==> src/rtl/fbf_pkg.sv <==
package fbf_pkg;

  typedef enum logic [1:0] {
    SEQ_IDLE   = 2'd0,
    SEQ_WAIT   = 2'd1,
    SEQ_STREAM = 2'd2,
    SEQ_DONE   = 2'd3
  } seq_state_t;

  typedef enum logic [1:0] {
    WRAP_NONE = 2'd0,
    WRAP_4    = 2'd1,
    WRAP_8    = 2'd2,
    WRAP_16   = 2'd3
  } wrap_t;

  typedef struct packed {
    logic  sync;
    wrap_t wrap;
  } mode_t;

  localparam int BEAT_W = 5;

  // burst length in words for a wrap code, 0 for continuous
  function automatic logic [BEAT_W-1:0] wrap_len(wrap_t w);
    case (w)
      WRAP_4:  wrap_len = BEAT_W'(4);
      WRAP_8:  wrap_len = BEAT_W'(8);
      WRAP_16: wrap_len = BEAT_W'(16);
      default: wrap_len = '0;
    endcase
  endfunction

endpackage

==> src/rtl/fbf_array.sv <==
module fbf_array #(
  parameter int IDX_W = 6,
  parameter int DW    = 16
) (
  input  logic             clk,
  input  logic             wr_en,
  input  logic [IDX_W-1:0] wr_idx,
  input  logic [DW-1:0]    wr_data,
  input  logic [IDX_W-1:0] rd_idx,
  output logic [DW-1:0]    rd_data
);
  localparam int DEPTH = 1 << IDX_W;

  logic [DW-1:0] mem [DEPTH];

  always_ff @(posedge clk) begin
    if (wr_en) mem[wr_idx] <= wr_data;
  end

  assign rd_data = mem[rd_idx];

endmodule

==> src/rtl/fbf_mode_reg.sv <==
module fbf_mode_reg
  import fbf_pkg::*;
(
  input  logic  clk,
  input  logic  rst_n,
  input  logic  wr_en,
  input  mode_t wr_mode,
  output mode_t mode_q
);

  always_ff @(posedge clk or negedge rst_n) begin
    if (!rst_n) mode_q <= '{sync: 1'b0, wrap: WRAP_NONE};
    else if (wr_en) mode_q <= wr_mode;
  end

  // the mode only changes through a mode write
  a_r7_mode_stable: assert property (@(posedge clk) disable iff (!rst_n)
    !wr_en |=> $stable(mode_q));

endmodule

==> src/rtl/fbf_burst_seq.sv <==
module fbf_burst_seq
  import fbf_pkg::*;
#(
  parameter int AW  = 7,
  parameter int LAT = 3
) (
  input  logic          clk,
  input  logic          rst_n,
  input  logic          ce_n,
  input  logic          load_ev,
  input  logic          wr_ev,
  input  mode_t         mode,
  input  logic [AW-1:0] addr_in,
  output logic [AW-1:0] cur_addr,
  output logic          word_valid
);
  localparam int LAT_W = (LAT > 1) ? $clog2(LAT) : 1;

  seq_state_t          st;
  logic [LAT_W-1:0]    lat_cnt;
  logic [BEAT_W-1:0]   beat;
  logic [BEAT_W-1:0]   len;
  logic                linear;
  logic                last_beat;
  logic                abort_ev;
  logic                step_ev;

  // next address inside the aligned wrap block (whole space when continuous)
  function automatic logic [AW-1:0] step_addr(logic [AW-1:0] a, wrap_t w);
    logic [AW-1:0] m;
    m = (w == WRAP_NONE) ? '1 : AW'(wrap_len(w) - BEAT_W'(1));
    step_addr = (a & ~m) | ((a + AW'(1)) & m);
  endfunction

  assign len       = wrap_len(mode.wrap);
  assign linear    = (mode.wrap != WRAP_NONE);
  assign last_beat = linear && (beat == len - BEAT_W'(1));
  assign abort_ev  = ce_n || wr_ev;
  assign step_ev   = !abort_ev && !load_ev && (st == SEQ_STREAM) && mode.sync;

  always_ff @(posedge clk or negedge rst_n) begin
    if (!rst_n) begin
      st       <= SEQ_IDLE;
      cur_addr <= '0;
      lat_cnt  <= '0;
      beat     <= '0;
    end else if (abort_ev) begin
      st   <= SEQ_IDLE;
      beat <= '0;
    end else if (load_ev) begin
      st       <= SEQ_WAIT;
      cur_addr <= addr_in;
      lat_cnt  <= LAT_W'(LAT - 1);
      beat     <= '0;
    end else begin
      case (st)
        SEQ_WAIT: begin
          if (lat_cnt == '0) st <= SEQ_STREAM;
          else lat_cnt <= lat_cnt - LAT_W'(1);
        end
        SEQ_STREAM: begin
          if (step_ev) begin
            if (last_beat) begin
              st <= SEQ_DONE;
            end else begin
              cur_addr <= step_addr(cur_addr, mode.wrap);
              if (linear) beat <= beat + BEAT_W'(1);
            end
          end
        end
        default: st <= st;
      endcase
    end
  end

  assign word_valid = !ce_n && (st == SEQ_STREAM);

  // a load always enters the latency phase
  a_r8_load_waits: assert property (@(posedge clk) disable iff (!rst_n)
    (load_ev && !abort_ev) |=> (st == SEQ_WAIT) && (cur_addr == $past(addr_in)));

  // an asynchronous access holds its word
  a_r2_async_hold: assert property (@(posedge clk) disable iff (!rst_n)
    (st == SEQ_STREAM && !mode.sync && !abort_ev && !load_ev)
      |=> $stable(cur_addr) && (st == SEQ_STREAM));

  // each streamed edge moves to the next address of the burst
  a_r9_step: assert property (@(posedge clk) disable iff (!rst_n)
    (step_ev && !last_beat) |=> cur_addr == step_addr($past(cur_addr), $past(mode.wrap)));

  // a linear burst never runs past its length
  a_r10_linear_bound: assert property (@(posedge clk) disable iff (!rst_n)
    (st == SEQ_STREAM && linear) |-> (beat < len));

  // standby ends the access
  a_r4_standby_idle: assert property (@(posedge clk) disable iff (!rst_n)
    ce_n |=> (st == SEQ_IDLE) && !word_valid);

  // a write ends the access
  a_r6_write_abort: assert property (@(posedge clk) disable iff (!rst_n)
    wr_ev |=> (st == SEQ_IDLE));

endmodule

==> src/rtl/flash_burst_front.sv <==
module flash_burst_front
  import fbf_pkg::*;
#(
  parameter int AW  = 7,
  parameter int DW  = 16,
  parameter int LAT = 3
) (
  input  logic          clk,
  input  logic          rst_n,
  input  logic          ce_n,
  input  logic          oe_n,
  input  logic          we_n,
  input  logic          adv_n,
  input  logic [AW-1:0] addr,
  input  logic [DW-1:0] dq_in,
  output logic [DW-1:0] dq_out,
  output logic          dq_oe,
  output logic          rdy
);
  localparam int IDX_W = AW - 1;

  logic          load_ev;
  logic          wr_ev;
  logic          mem_wr;
  logic          mode_wr;
  mode_t         mode_q;
  logic [AW-1:0] cur_addr;
  logic [DW-1:0] mem_word;
  logic [DW-1:0] sel_word;
  logic          word_valid;

  assign load_ev = !ce_n && we_n && !adv_n;
  assign wr_ev   = !ce_n && !we_n;
  assign mem_wr  = wr_ev && !addr[AW-1];
  assign mode_wr = wr_ev && addr[AW-1];

  fbf_array #(.IDX_W(IDX_W), .DW(DW)) u_array (
    .clk     (clk),
    .wr_en   (mem_wr),
    .wr_idx  (addr[IDX_W-1:0]),
    .wr_data (dq_in),
    .rd_idx  (cur_addr[IDX_W-1:0]),
    .rd_data (mem_word)
  );

  fbf_mode_reg u_mode (
    .clk     (clk),
    .rst_n   (rst_n),
    .wr_en   (mode_wr),
    .wr_mode (mode_t'(dq_in[2:0])),
    .mode_q  (mode_q)
  );

  fbf_burst_seq #(.AW(AW), .LAT(LAT)) u_seq (
    .clk        (clk),
    .rst_n      (rst_n),
    .ce_n       (ce_n),
    .load_ev    (load_ev),
    .wr_ev      (wr_ev),
    .mode       (mode_q),
    .addr_in    (addr),
    .cur_addr   (cur_addr),
    .word_valid (word_valid)
  );

  assign sel_word = cur_addr[AW-1] ? {{(DW-3){1'b0}}, mode_q} : mem_word;
  assign rdy      = word_valid;
  assign dq_out   = word_valid ? sel_word : '0;
  assign dq_oe    = rst_n && !ce_n && !oe_n && we_n;

  // the bus is never driven in standby or during a write
  a_r3_release: assert property (@(posedge clk) disable iff (!rst_n)
    (ce_n || !we_n) |-> !dq_oe);

  // an idle bus carries zero
  a_r12_zero_idle: assert property (@(posedge clk) disable iff (!rst_n)
    !word_valid |-> (dq_out == '0));

endmodule

==> config.mk <==
export PLATFORM = sky130hd
export DESIGN_NAME = flash_burst_front
export DESIGN_NICKNAME = d
export VERILOG_FILES = /design/src/rtl/fbf_pkg.sv /design/src/rtl/fbf_array.sv /design/src/rtl/fbf_mode_reg.sv /design/src/rtl/fbf_burst_seq.sv /design/src/rtl/flash_burst_front.sv
export SDC_FILE = /design/constraint.sdc
export NUM_CORES = 1
export LEC_CHECK = 0
export ABC_AREA = 1
export BUFFER_PORTS_ARGS = -buffer_cell sky130_fd_sc_hd__buf_2
export CELL_PAD_IN_SITES_DETAIL_PLACEMENT = 1
export CELL_PAD_IN_SITES_GLOBAL_PLACEMENT = 2
export CORE_MARGIN = 2
export CORE_UTILIZATION = 48
export CTS_BUF_LIST = sky130_fd_sc_hd__clkbuf_8
export CTS_CLUSTER_DIAMETER = 120
export CTS_CLUSTER_SIZE = 40
export DETAILED_ROUTE_END_ITERATION = 6
export HOLD_SLACK_MARGIN = 0.02
export PLACE_DENSITY_LB_ADDON = 0.1
export REMOVE_ABC_BUFFERS = 1
export SETUP_SLACK_MARGIN = 0.3
export SLEW_MARGIN = 20
export SYNTH_ARGS = -nofsm -noshare
export SYNTH_HDL_FRONTEND = slang
export SYNTH_SLANG_ARGS = --single-unit
export TNS_END_PERCENT = 50
==> constraint.sdc <==
create_clock -name clk -period 3.5 [get_ports clk]
set_input_delay 0.175 -clock clk [delete_from_list [all_inputs] [get_ports clk]]
set_output_delay 0.175 -clock clk [all_outputs]
set_load 0.01 [all_outputs]
==> results of run 1 <==
cell usage in the layout (no fill, tap or decap), drive strengths merged:
cell type / count
a21oi: 60
buf: 283
bufbuf: 16
bufinv: 3
clkbuf: 44
clkinv: 10
clkinvlp: 1
dfrtp: 19
diode: 3
dlygate4sd3: 25
edfxtp: 1024
ha: 6
inv: 209
nand2: 899
nand3: 338
nand3b: 1
nand4: 8
nor2: 714
nor3: 8
nor3b: 1
o211ai: 11
o21ai: 351
o221ai: 3
o31ai: 3
or2: 11
xor2: 6
power groups by stage:
stage	clock, mW	combinational, mW	sequential, mW
CTS	5.08	8.71	13.8
global placement	0	6.61	14.1
finish	4.99	9.01	13.8
global route	5.39	9.69	13.8
floorplan	0	3.41	14.5
detailed placement	0	6.79	14.2
area by class of cell:
| cell class | count | area [µm²] |
|---|---|---|
| clock buffer | 37 | 509 |
| inverter | 203 | 793 |
| tap | 1176 | 1470 |
| timing repair inverter | 2 | 27.5 |
| multi-input combinational | 2420 | 10800 |
| sequential | 1043 | 31200 |
| antenna | 3 | 7.51 |
| clock inverter | 18 | 236 |
| timing repair buffer | 331 | 4060 |
| fill | 9400 | 40900 |
cells by family (layout without fill, tap and decap cells):
kind of cell,after synthesis,after routing
AO/OA/AOI/OAI,428,428
flip-flops,1043,1043
buffers and inverters,414,591
other,0,3
AND/OR/NAND/NOR,1980,1980
XOR/XNOR,6,6
adder cells (fa/ha/maj),6,6
sequential cells by signal, summed over array words and instances, names as in the netlist, named ones only:
name	cells
u_seq.beat	5
u_seq.lat_cnt	2
u_array.mem	1024
u_seq.cur_addr	2
u_mode.mode_q	3
u_seq.st	2
through the flow:
stage               TNS [ns]  power [mW]  setup WS (ns)  instances
floorplan            -315.76        17.9         -16.55       3666
global placement           0        20.8          0.429       5072
detailed placement         0        20.9          0.384       5073
CTS                        0        27.6          0.202       5215
global route               0        28.9         0.0742       5231
finish                     0        27.8          0.182       5233
synth_stat cells, drive strengths merged:
cell type / count / area, µm²
nor2: 714 / 2680
nand3b: 1 / 7.51
nor3: 8 / 40.0
buf: 159 / 1150
clkbuf: 52 / 195
o31ai: 3 / 22.5
dfrtp: 19 / 475
or2: 11 / 68.8
ha: 6 / 75.1
nor3b: 1 / 7.51
xor2: 6 / 52.6
o221ai: 3 / 26.3
a21oi: 60 / 300
nand2: 899 / 3370
nand4: 8 / 50.1
edfxtp: 1024 / 30700
clkinv: 4 / 15.0
o21ai: 351 / 1760
o211ai: 11 / 103
nand3: 338 / 1690
inv: 199 / 747
metal layers:
layer  routed length, µm  vias to the layer above  GRT usage (%)
met2               69300                      972           51.1
met4                4410                        0           8.50
met5                   0                        -              0
li1                    -                    13400              -
met3                8190                      198           3.19
met1               60200                    15700           41.7
how the worst min path moves through the flow:
stage                     startpoint                end  slack (ns)  cells after the start
after floorplan                rst_n          async pin       -0.12                      0
after global placement         rst_n  u_seq.cur_addr[0]        0.19                      1
after detailed placement       rst_n  u_seq.cur_addr[0]        0.19                      1
after CTS                       ce_n      u_seq.beat[0]        0.05                      6
after global routing         addr[0]  u_seq.cur_addr[0]        0.09                      5
final                        addr[0]  u_seq.cur_addr[0]        0.09                      5
worst max-delay path, stage by stage (launching register included):
cell	delay, ns
dfrtp_4	0.53
buf_12	0.18
clkbuf_16	0.20
buf_12	0.13
buf_4	0.14
nor2_1	0.11
nor2_1	0.05
o21ai_1	0.11
nand3_1	0.09
nand3_1	0.12
nand2_1	0.08
nand2_2	0.13
nand2_2	0.10
nor2_4	0.16
nor2_1	0.07
buf_2	0.18
what timing repair did:
item | CTS | global route
pin swaps | 31 | 11
cloned | 32 | 7
endpoints found under the hold margin | 203 | 181
endpoints found under the setup margin | 16 | 16
setup buffers | 34 | 3
resized for setup | 203 | 27
hold buffers | 21 | 5
==> impl_metrics.env, run 1 <==
export IMPL_fmax_mhz=301
export IMPL_clkPwrFrac_pct=17.9
export IMPL_grt_start_max_net_pins=67
export IMPL_dieArea_um2=93200
export IMPL_die_h_um=305
export IMPL_yosys_area_share_simple_pct=18.2
export IMPL_fin_util_pct=54.6
export IMPL_numClockSinks=1043
export IMPL_cp_required_ns=3.32
export IMPL_whs_ns=0.0867
export IMPL_clock_skew_ns=0.0349
export IMPL_power_switching_mw=9.52
export IMPL_drc=0
export IMPL_fin_crit_ns=3.32
export IMPL_powerDensity_nw_per_um2=566
export IMPL_cts_tree="yes"
export IMPL_synth_seq_area_share_pct=71.6
export IMPL_avgRoutedWirePerCell_um=27.1
export IMPL_dieWidth_um=305
export IMPL_ioPinCount=47
export IMPL_synth_seq_cells=1043
export IMPL_path_clk_slew_ns=0.21
export IMPL_power_leakage_nw=18.1
export IMPL_rrSetupSlack_ns=1.22
export IMPL_place_congestion=0.829
export IMPL_crit_path_start="u_seq.cur_addr[0]"
export IMPL_p_seq_share_pct=49.7
export IMPL_port_buffers=46
export IMPL_r2r_end="u_seq.beat[3]"
export IMPL_core_um2=90000
export IMPL_hp_class="primary input to flop"
export IMPL_switching_share_pct=34.2
export IMPL_clockRootBuffer="clkbuf_8"
export IMPL_synth_cells=3877
export IMPL_track_usage_pct=30.2
export IMPL_place_hpwl_um=80900
export IMPL_p_int_mw=18.3
export IMPL_crit_path_start_kind="flop"
export IMPL_rows=110
export IMPL_yosysWarnings=0
export IMPL_grt_first_pass_wirelength_um=208000
export IMPL_comb_power_share_pct=32.4
export IMPL_hold_viol_final=0
export IMPL_drv_cap=0
export IMPL_wirelength_um=142000
export IMPL_ys_types=30
export IMPL_worst_setup_path_end_kind="output port"
export IMPL_rsz0062_at_grt="yes"
export IMPL_clockBufferDepth=3
export IMPL_slew_violations=0
export IMPL_post_route_period_util_pct=94.8
export IMPL_placed_area_um2=45700
export IMPL_vias_per_cell=5.80
export IMPL_outcome="finished, final reports clean"
export IMPL_grt_pass1_vias=31500
export IMPL_synth_top_family_by_area="simple AND/OR/NAND/NOR gates"
export IMPL_detail_route_first_pass_iterations=5
export IMPL_avgSynthCellArea_um2=11.2
export IMPL_tightestPinTransition_ns=1.12
export IMPL_cts_max_level=2
export IMPL_clk_latency_ns=0.74
export IMPL_ant_nets=0
export IMPL_cts_made_buffers=34
export IMPL_setup_violations=0
export IMPL_synthMuxAreaShare_pct=0
export IMPL_synth_xor_area_share_pct=0.121
export IMPL_cp_max_fo=9
export IMPL_syn_to_final_growth_pct=12.7
export IMPL_layout_nets=4070
export IMPL_arrival_ns=3.14
export IMPL_r2r_cells=10
export IMPL_start_util_pct=48.4
export IMPL_endpoint="dq_out[11]"
export IMPL_vias=30300
export IMPL_drt_iter0_markers=3178
export IMPL_regToRegStartpoint="u_mode.mode_q[0]"
export IMPL_antenna_found_initial=4
export IMPL_drive_gt1_share_pct=12.3
export IMPL_critPathKind="flop to output port"
export IMPL_relSlewSlack_pct=25.2
export IMPL_fin_area_um2=49100
export IMPL_overflow=0
export IMPL_synth_compound_area_share_pct=5.07
export IMPL_ir_worst_vdd_mv=0.494
export IMPL_synthesis_area_um2=43600
export IMPL_synth_fa_ha_area_share_pct=0.172
(Power assumes the default switching activity.)
==> run 2, diff against run 1 <==
Settings changed: CORE_UTILIZATION 48 to 41, SKIP_CTS_REPAIR_TIMING from default to 1.
Clock period 3.5 ns to 3 ns, I/O delays scaled along.
==> impl_metrics.env, run 2 (synthesized netlist as in run 1, its figures left out) <==
export IMPL_placed_area_um2=46500
export IMPL_cp_max_fo=8
export IMPL_power_switching_mw=10.9
export IMPL_cts_made_buffers=35
export IMPL_p_seq_share_pct=51.2
export IMPL_clockBufferDepth=3
export IMPL_clkPwrFrac_pct=18.6
export IMPL_fillCellCount=11200
export IMPL_drv_cap=0
export IMPL_ant_nets=0
export IMPL_antenna_found_initial=5
export IMPL_top_regs="u_array.mem: 1024 flops, u_seq.beat: 5 flops, u_mode.mode_q: 3 flops"
export IMPL_avgRoutedWirePerCell_um=25.9
export IMPL_post_route_period_util_pct=116
export IMPL_final_setup_tns_ns=-6.02
export IMPL_multi_input_area_um2=10600
export IMPL_cts_max_level=2
export IMPL_tightestPinTransition_ns=1.09
export IMPL_dieArea_um2=109000
export IMPL_cp_required_ns=2.85
export IMPL_setup_ws_ns=-0.486
export IMPL_drc=4
export IMPL_preCtsSetupSlack_ns=-0.163
export IMPL_clockRootBuffer="clkbuf_8"
export IMPL_dieWidth_um=330
export IMPL_place_congestion=0.834
export IMPL_wirelength_um=141000
export IMPL_drt_iter0_markers=2463
export IMPL_core_um2=105000
export IMPL_layout_common_cells="edfxtp_1, nand2_1, nor2_1, nand3_1, o21ai_0"
export IMPL_track_usage_pct=25.1
export IMPL_cts_tree="yes"
export IMPL_fin_area_um2=48700
export IMPL_syn_to_final_growth_pct=11.7
export IMPL_vias_per_cell=5.42
export IMPL_final_common_cell="edfxtp_1"
export IMPL_layout_nets=4069
export IMPL_power_leakage_nw=17.8
export IMPL_crit_path_start_kind="flop"
export IMPL_fin_crit_ns=3.49
export IMPL_critPathKind="flop to output port"
export IMPL_rsz0062_at_grt="yes"
export IMPL_arrival_ns=3.34
export IMPL_slew_violations=0
export IMPL_grt_start_max_net_pins=72
export IMPL_start_util_pct=41.3
export IMPL_place_hpwl_um=85500
export IMPL_relSlewSlack_pct=27.4
export IMPL_detail_route_first_pass_iterations=7
export IMPL_port_buffers=46
export IMPL_outcome="complete, but fails checks"
export IMPL_grt_pass1_vias=30000
export IMPL_rows=119
export IMPL_ioPinCount=47
export IMPL_hp_class="primary input to flop"
export IMPL_fin_util_pct=46.2
export IMPL_numClockSinks=1043
export IMPL_die_h_um=330
export IMPL_ir_worst_vdd_mv=0.487
export IMPL_violations="design-rule violations, negative setup slack"
export IMPL_clock_skew_ns=0.0478
export IMPL_drive_gt1_share_pct=11.2
export IMPL_worst_setup_path_end_kind="output port"
export IMPL_whs_ns=0.0252
export IMPL_vias=29600
export IMPL_fmax_mhz=287
export IMPL_seqCellArea_um2=31200
export IMPL_powerDensity_nw_per_um2=647
export IMPL_p_int_mw=20.7
export IMPL_largest_reg_flops=1024
export IMPL_path_clk_slew_ns=0.23
export IMPL_clk_latency_ns=0.77
export IMPL_grt_first_pass_wirelength_um=201000
export IMPL_switching_share_pct=34.5
export IMPL_comb_power_share_pct=30.3
export IMPL_setup_violations=16
export IMPL_hold_viol_final=0
export IMPL_overflow=0
export IMPL_regMostFlops="u_array.mem"
## run 2: cell type report
cell class / instances / area share, %
Timing Repair inverter: 2 / 0.0462
Clock inverter: 24 / 0.519
Tap cell: 1391 / 3.57
Clock buffer: 37 / 1.05
Antenna cell: 4 / 0.0206
Sequential cell: 1043 / 64.1
Multi-Input combinational cell: 2420 / 21.7
Timing Repair Buffer: 329 / 7.29
Inverter: 203 / 1.65
## run 2: path summary, 6_finish.rpt
path	from	end	slack, ns	cells past startpoint
worst min-delay path	dq_in[2]	u_array.mem[9][2]	0.03	1
worst min register to register	u_seq.st[1]	u_seq.st[1]	0.57	2
max in group asynchronous	rst_n	u_seq.beat[4]	2.43	4
min in group asynchronous	rst_n	u_mode.mode_q[1]	0.37	4
worst max-delay path	u_seq.cur_addr[0]	dq_out[14]	-0.49	11
worst max register to register	u_mode.mode_q[0]	u_seq.cur_addr[0]	0.63	7
## run 2: critical path: stages, from the launching register on
cell and delay (ns):
dfrtp_4 0.56, buf_12 0.17, buf_6 0.15, buf_4 0.15
buf_4 0.16, o21ai_1 0.29, a21oi_1 0.12, nor2_1 0.29
nand2_1 0.21, nand3_1 0.14, a21oi_1 0.12, buf_2 0.20
## run 2: through the flow
step	power [mW]	std cells
finish	31.5	5453
global route	33.0	5451
detailed placement	24.9	5322
CTS	30.6	5383
floorplan	20.5	3666
global placement	24.7	5322
## run 2: power groups by stage
| stage | Sequential, mW | Combinational (mW) | Clock (mW) |
|---|---|---|---|
| CTS | 16.1 | 8.44 | 6.03 |
| global placement | 16.4 | 8.29 | 0 |
| finish | 16.1 | 9.54 | 5.85 |
| global route | 16.1 | 10.4 | 6.42 |
| detailed placement | 16.5 | 8.41 | 0 |
| floorplan | 16.8 | 3.70 | 0 |
## run 2: layer usage
| metal | GRT usage, % | up-vias | share of wire, % |
|---|---|---|---|
| met5 | 0 | - | 0.0050 |
| li1 | - | 13400 | - |
| met1 | 35.7 | 15300 | 45 |
| met3 | 2.70 | 113 | 4.8 |
| met4 | 5.64 | 2 | 2.1 |
| met2 | 41.8 | 689 | 48 |
